### src/rtl/mfx_pkg.sv
package mfx_pkg;

  typedef enum logic [1:0] {
    PH_IDLE = 2'd0,
    PH_SYNC = 2'd1,
    PH_BITS = 2'd2,
    PH_GAP  = 2'd3
  } mfx_phase_t;

  // Line level for one half of a Manchester bit: a 0 is high then low, a 1 is low then high.
  function automatic logic manch_level(input logic bit_val, input logic second_half);
    return second_half ? bit_val : ~bit_val;
  endfunction

endpackage

### src/rtl/mfx_half_timer.sv
module mfx_half_timer #(
  parameter int PER_W = 16
) (
  input  logic             clk,
  input  logic             rst_n,
  input  logic             load,
  input  logic [PER_W-1:0] period,
  input  logic             run,
  output logic             tick
);

  // Half-bit length in cycles, clamped to at least one cycle.
  function automatic logic [PER_W-1:0] half_len(input logic [PER_W-1:0] d);
    logic [PER_W-1:0] h;
    h = d >> 1;
    if (h == '0) h = {{(PER_W-1){1'b0}}, 1'b1};
    return h;
  endfunction

  logic [PER_W-1:0] hl_q;
  logic [PER_W-1:0] cnt_q;

  assign tick = run && (cnt_q == hl_q - 1'b1);

  always_ff @(posedge clk or negedge rst_n) begin
    if (!rst_n) begin
      hl_q  <= {{(PER_W-1){1'b0}}, 1'b1};
      cnt_q <= '0;
    end else if (load) begin
      hl_q  <= half_len(period);
      cnt_q <= '0;
    end else if (run) begin
      cnt_q <= tick ? '0 : cnt_q + 1'b1;
    end else begin
      cnt_q <= '0;
    end
  end

endmodule

### src/rtl/mfx_frame_reg.sv
module mfx_frame_reg #(
  parameter int DATA_W = 8
) (
  input  logic              clk,
  input  logic              rst_n,
  input  logic              load,
  input  logic [DATA_W-1:0] data,
  input  logic              shift,
  output logic              cur_bit
);

  localparam int FRAME_BITS = DATA_W + 2;

  logic [FRAME_BITS-1:0] sreg_q;

  assign cur_bit = sreg_q[0];

  always_ff @(posedge clk or negedge rst_n) begin
    if (!rst_n) begin
      sreg_q <= '0;
    end else if (load) begin
      // stop bit (0) on top, data in the middle, start bit (1) at the bottom
      sreg_q <= {1'b0, data, 1'b1};
    end else if (shift) begin
      sreg_q <= {1'b0, sreg_q[FRAME_BITS-1:1]};
    end
  end

endmodule

### src/rtl/mfx_sequencer.sv
module mfx_sequencer
  import mfx_pkg::*;
#(
  parameter int DATA_W       = 8,
  parameter int IDLE_PERIODS = 5
) (
  input  logic       clk,
  input  logic       rst_n,
  input  logic       start,
  input  logic       tick,
  output mfx_phase_t phase,
  output logic       accept,
  output logic       second_half,
  output logic       bit_end
);

  localparam int SYNC_HALVES = 4;
  localparam int BIT_HALVES  = 2 * (DATA_W + 2);
  localparam int GAP_HALVES  = 2 * IDLE_PERIODS;
  localparam int MAX_HALVES  = (BIT_HALVES > GAP_HALVES) ? BIT_HALVES : GAP_HALVES;
  localparam int SLOT_W      = $clog2(MAX_HALVES + 1);

  mfx_phase_t      ph_q;
  logic [SLOT_W-1:0] slot_q;

  assign phase       = ph_q;
  assign accept      = (ph_q == PH_IDLE) && start;
  assign second_half = slot_q[0];
  assign bit_end     = (ph_q == PH_BITS) && tick && slot_q[0];

  always_ff @(posedge clk or negedge rst_n) begin
    if (!rst_n) begin
      ph_q   <= PH_IDLE;
      slot_q <= '0;
    end else begin
      case (ph_q)
        PH_IDLE: begin
          slot_q <= '0;
          if (start) ph_q <= PH_SYNC;
        end
        PH_SYNC: if (tick) begin
          if (slot_q == SLOT_W'(SYNC_HALVES - 1)) begin
            ph_q   <= PH_BITS;
            slot_q <= '0;
          end else begin
            slot_q <= slot_q + 1'b1;
          end
        end
        PH_BITS: if (tick) begin
          if (slot_q == SLOT_W'(BIT_HALVES - 1)) begin
            ph_q   <= PH_GAP;
            slot_q <= '0;
          end else begin
            slot_q <= slot_q + 1'b1;
          end
        end
        PH_GAP: if (tick) begin
          if (slot_q == SLOT_W'(GAP_HALVES - 1)) begin
            ph_q   <= PH_IDLE;
            slot_q <= '0;
          end else begin
            slot_q <= slot_q + 1'b1;
          end
        end
        default: ph_q <= PH_IDLE;
      endcase
    end
  end

endmodule

### src/rtl/man_frame_tx.sv
module man_frame_tx
  import mfx_pkg::*;
#(
  parameter int DATA_W       = 8,
  parameter int PER_W        = 16,
  parameter int IDLE_PERIODS = 5
) (
  input  logic              clk,
  input  logic              rst_n,
  input  logic              start_i,
  input  logic [DATA_W-1:0] data_i,
  input  logic [PER_W-1:0]  period_i,
  output logic              ready_o,
  output logic              line_o
);

  mfx_phase_t ev_phase;
  logic       ev_accept;
  logic       ev_half_tick;
  logic       ev_second_half;
  logic       ev_bit_end;
  logic       cur_bit;
  logic       run;

  assign run = (ev_phase != PH_IDLE);

  mfx_half_timer #(.PER_W(PER_W)) u_timer (
    .clk    (clk),
    .rst_n  (rst_n),
    .load   (ev_accept),
    .period (period_i),
    .run    (run),
    .tick   (ev_half_tick)
  );

  mfx_sequencer #(.DATA_W(DATA_W), .IDLE_PERIODS(IDLE_PERIODS)) u_seq (
    .clk         (clk),
    .rst_n       (rst_n),
    .start       (start_i),
    .tick        (ev_half_tick),
    .phase       (ev_phase),
    .accept      (ev_accept),
    .second_half (ev_second_half),
    .bit_end     (ev_bit_end)
  );

  mfx_frame_reg #(.DATA_W(DATA_W)) u_frame (
    .clk     (clk),
    .rst_n   (rst_n),
    .load    (ev_accept),
    .data    (data_i),
    .shift   (ev_bit_end),
    .cur_bit (cur_bit)
  );

  assign ready_o = (ev_phase == PH_IDLE);

  always_comb begin
    case (ev_phase)
      PH_SYNC: line_o = 1'b1;
      PH_BITS: line_o = manch_level(cur_bit, ev_second_half);
      default: line_o = 1'b0;
    endcase
  end

endmodule

### config.mk
export PLATFORM = sky130hd
export DESIGN_NAME = man_frame_tx
export DESIGN_NICKNAME = d
export VERILOG_FILES = /design/src/rtl/mfx_pkg.sv /design/src/rtl/mfx_half_timer.sv /design/src/rtl/mfx_frame_reg.sv /design/src/rtl/mfx_sequencer.sv /design/src/rtl/man_frame_tx.sv
export SDC_FILE = /design/constraint.sdc
export NUM_CORES = 1
export LEC_CHECK = 0
export BUFFER_PORTS_ARGS = -buffer_cell sky130_fd_sc_hd__buf_2
export CORE_ASPECT_RATIO = 1.75
export CORE_MARGIN = 4
export CORE_UTILIZATION = 50
export CTS_CLUSTER_DIAMETER = 200
export DETAILED_ROUTE_END_ITERATION = 16
export PLACE_DENSITY = 0.66
export SLEW_MARGIN = 0
export SYNTH_ARGS = -nofsm -noshare
export SYNTH_HDL_FRONTEND = slang
export SYNTH_SLANG_ARGS = --single-unit
### constraint.sdc
create_clock -name clk -period 3.05 [get_ports clk]
set_input_delay 0.61 -clock clk [delete_from_list [all_inputs] [get_ports clk]]
set_output_delay 0.61 -clock clk [all_outputs]
set_load 0.03 [all_outputs]
==> flow_metrics.tcl <==
set metrics [dict create \
    synth_edf_count 0 \
    die-area_um2 7230 \
    power.switching_w 0.000230 \
    tightest_slew_ps 559 \
    diodes 0 \
    switching_share_pct 22.4 \
    power_frac_clock_pct 36.1 \
    min_period_ps 2920 \
    async_flop_share_pct 100 \
    via_count 2461 \
    drtIter0Drc 78 \
    synth_seq_area_share_pct 40.0 \
    grt_usage_pct 19.5 \
    required_ps 3230 \
    crit_arrival_ps 3100 \
    grt_max_degree 33 \
    hold_slack_ps 290 \
    detail-route-antenna-nets 0 \
    ios 29 \
    synth_cell_types 54 \
    design_area_um2 3380 \
    combPwrFrac_pct 3.3 \
    peakVddDrop_mv 0.275 \
    min_period_over_period_pct 95.6 \
    path_clk_slew_ps 90 \
    routed_wl_um 6550 \
    fp.dieW_um 66.0 \
    firstDrtPassIters 4 \
    vias_per_cell 5.68 \
    seq_power_share_pct 60.6 \
    wire_per_inst_um 15.1 \
    grt_overflow_total 0 \
    root_buffer "clkbuf_8" \
    maxSlewHeadroom_pct 62.7 \
    die_h_um 109 \
    synth_area_um2 2940 \
    yosysTopAreaCell "dfrtp_1" \
    hold_class "in -> async" \
    yosys.area.top_type_share_pct 39.1 \
    cap_violations 0 \
    fmax_ghz 0.343 \
    mostFrequentLayoutCells "46 x dfrtp_1, 35 x nor2_1, 27 x buf_2" \
    end_kind "flop" \
    initial_core_util_pct 52.3 \
    dp_cells 422 \
    synthCells 321 \
    antenna_found_initial 0 \
    power_density_nw_per_um2 303 \
    grt_pass1_wl_um 11000 \
    synth_area_per_cell_um2 9.17 \
    first_global_vias 2427 \
    gp_congestion 0.817 \
    cts_buffer_depth 2 \
    yosysWarnings 0 \
    area_growth_pct 15.0 \
    drive_gt1_share_pct 23.5 \
    cp_max_fo 6 \
    finalHoldViolations 0 \
    place_ws_ps 17.5 \
    crit_type "reg -> reg" \
    htreeDepth 2 \
    drc 0 \
    outcome "finished, final reports clean" \
    port-buffer-count 27 \
    hpwl_um 4920 \
    ys_ff_latch 47 \
    fin_cells 433 \
    nets 391 \
    internal-power_w 0.000797 \
    place_area_um2 3220 \
    fin_ws_ps 134 \
    tritoncts "yes" \
    fill_cells 510 \
    fin_skew_ps 8.57 \
    slew_viol_final 0 \
    ys.flop_type "dfrtp_1" \
    clk_latency_ps 300 \
    startpoint_type "flop" \
    synth_nets 356 \
    final_common_cell "dfrtp_1" \
    core-area_um2 5630 \
    hold_buffers 0 \
    leakage_nw 1.61 \
    rsz0062_at_grt "true" \
    yosys-top-cells-area "dfrtp_1 39%, mux2_2 5.4%, xor2_1 4.8%" \
    clock_sinks 47 \
    std_cell_rows 36 \
    cts_buffers 5 \
    setup-violations-final 0 \
]
kinds of logic (layout without fill, tap and decap cells):
logic type	Yosys count	in the layout	synth area share (%)
mux	19	19	7.14
flops	47	47	40.0
fa+ha+maj	8	8	3.40
buf+inv	27	63	3.57
xor+xnor	29	29	8.63
compound gates	49	49	11.2
simple gates	142	142	26.1
stage by stage:
stage               setup TNS (ps)  power [W]  utilization [%]
floorplan                        0   0.000637                -
CTS                              0    0.00104             58.8
global placement                 0   0.000669             57.2
detailed placement               0   0.000670             57.2
global route                 -89.2    0.00106             60.1
finish                           0    0.00103             60.1
power groups by stage:
stage / Combinational, W / Sequential (W) / Clock, W
6_report: 0.0000338 / 0.000623 / 0.000370
3_5_place_dp: 0.0000353 / 0.000635 / 0
2_1_floorplan: 0.00000191 / 0.000635 / 0
5_1_grt: 0.0000391 / 0.000623 / 0.000398
4_1_cts: 0.0000354 / 0.000623 / 0.000379
3_3_place_gp: 0.0000345 / 0.000635 / 0
cells in the mapped netlist (3+ instances only):
library cell	count
nand2b_1	8
nor4_1	5
mux2_2	14
xnor2_1	13
buf_2	3
nand4_1	7
dfrtp_1	46
o21a_1	7
nor3_1	12
inv_1	9
and3_1	3
xor2_1	16
nand2_1	25
nor2_1	35
nand3b_1	6
or4_1	6
clkbuf_1	12
a21oi_1	18
ha_1	8
mux2i_1	3
o21ai_0	5
and2_1	3
nand3_1	16
buf_1	3
layout make-up:
cell class / count / area (um2) / area share, %
clock inverters: 1 / 5.00 / 0.148
multi-input cells: 247 / 1710 / 50.7
flip-flops and latches: 47 / 1180 / 34.8
repair buffers: 46 / 282 / 8.32
well taps: 76 / 95.1 / 2.81
clock buffers: 7 / 76.3 / 2.26
inverters: 9 / 33.8 / 0.999
flip-flops by register name, indices dropped and copies added, names as in the netlist:
| name | cells |
|---|---|
| u_seq.phase | 2 |
| u_timer.cnt_q | 16 |
| u_frame.sreg_q | 9 |
| u_timer.hl_q | 15 |
| u_seq.slot_q | 5 |
worst max-delay path, stage by stage (launching register included):
cell	delay, ps
dfrtp_1	390
inv_2	80
ha_4	120
or4b_4	500
nor4b_4	390
mux2i_1	250
nand2b_1	90
a21oi_2	160
nand3b_1	240
and2_4	270
mux2_4	290
layer usage:
| layer | vias to the layer above | part of all wire [%] | track usage, % |
|---|---|---|---|
| li1 | 1204 | - | - |
| met1 | 1210 | 38 | 21.0 |
| met2 | 36 | 58 | 38.0 |
| met3 | 11 | 1.9 | 2.45 |
| met4 | 0 | 2.0 | 6.40 |
| met5 | - | 0 | 0 |
final timing paths:
| path | cells after the start | end | start | slack [ps] |
|---|---|---|---|---|
| setup / recovery | 10 | u_seq.slot_q[0] | u_timer.hl_q[1] | 130 |
| hold / removal | 1 | u_timer.cnt_q[2] | rst_n | 290 |
| setup reg to reg | 10 | u_seq.slot_q[0] | u_timer.hl_q[1] | 130 |
| hold reg to reg | 2 | u_frame.sreg_q[0] | u_frame.sreg_q[1] | 510 |
| max in group asynchronous | 2 | u_seq.phase[0] | rst_n | 2010 |
| min in group clk | 2 | u_frame.sreg_q[0] | u_frame.sreg_q[1] | 510 |
repair_timing:
item,in CTS,in global routing
buffers inserted,1,2
resized for setup,0,15
cloned,0,0
pin swaps,1,10
endpoints found under the setup margin,1,14
Note: power is estimated with default switching activity, not from simulation.
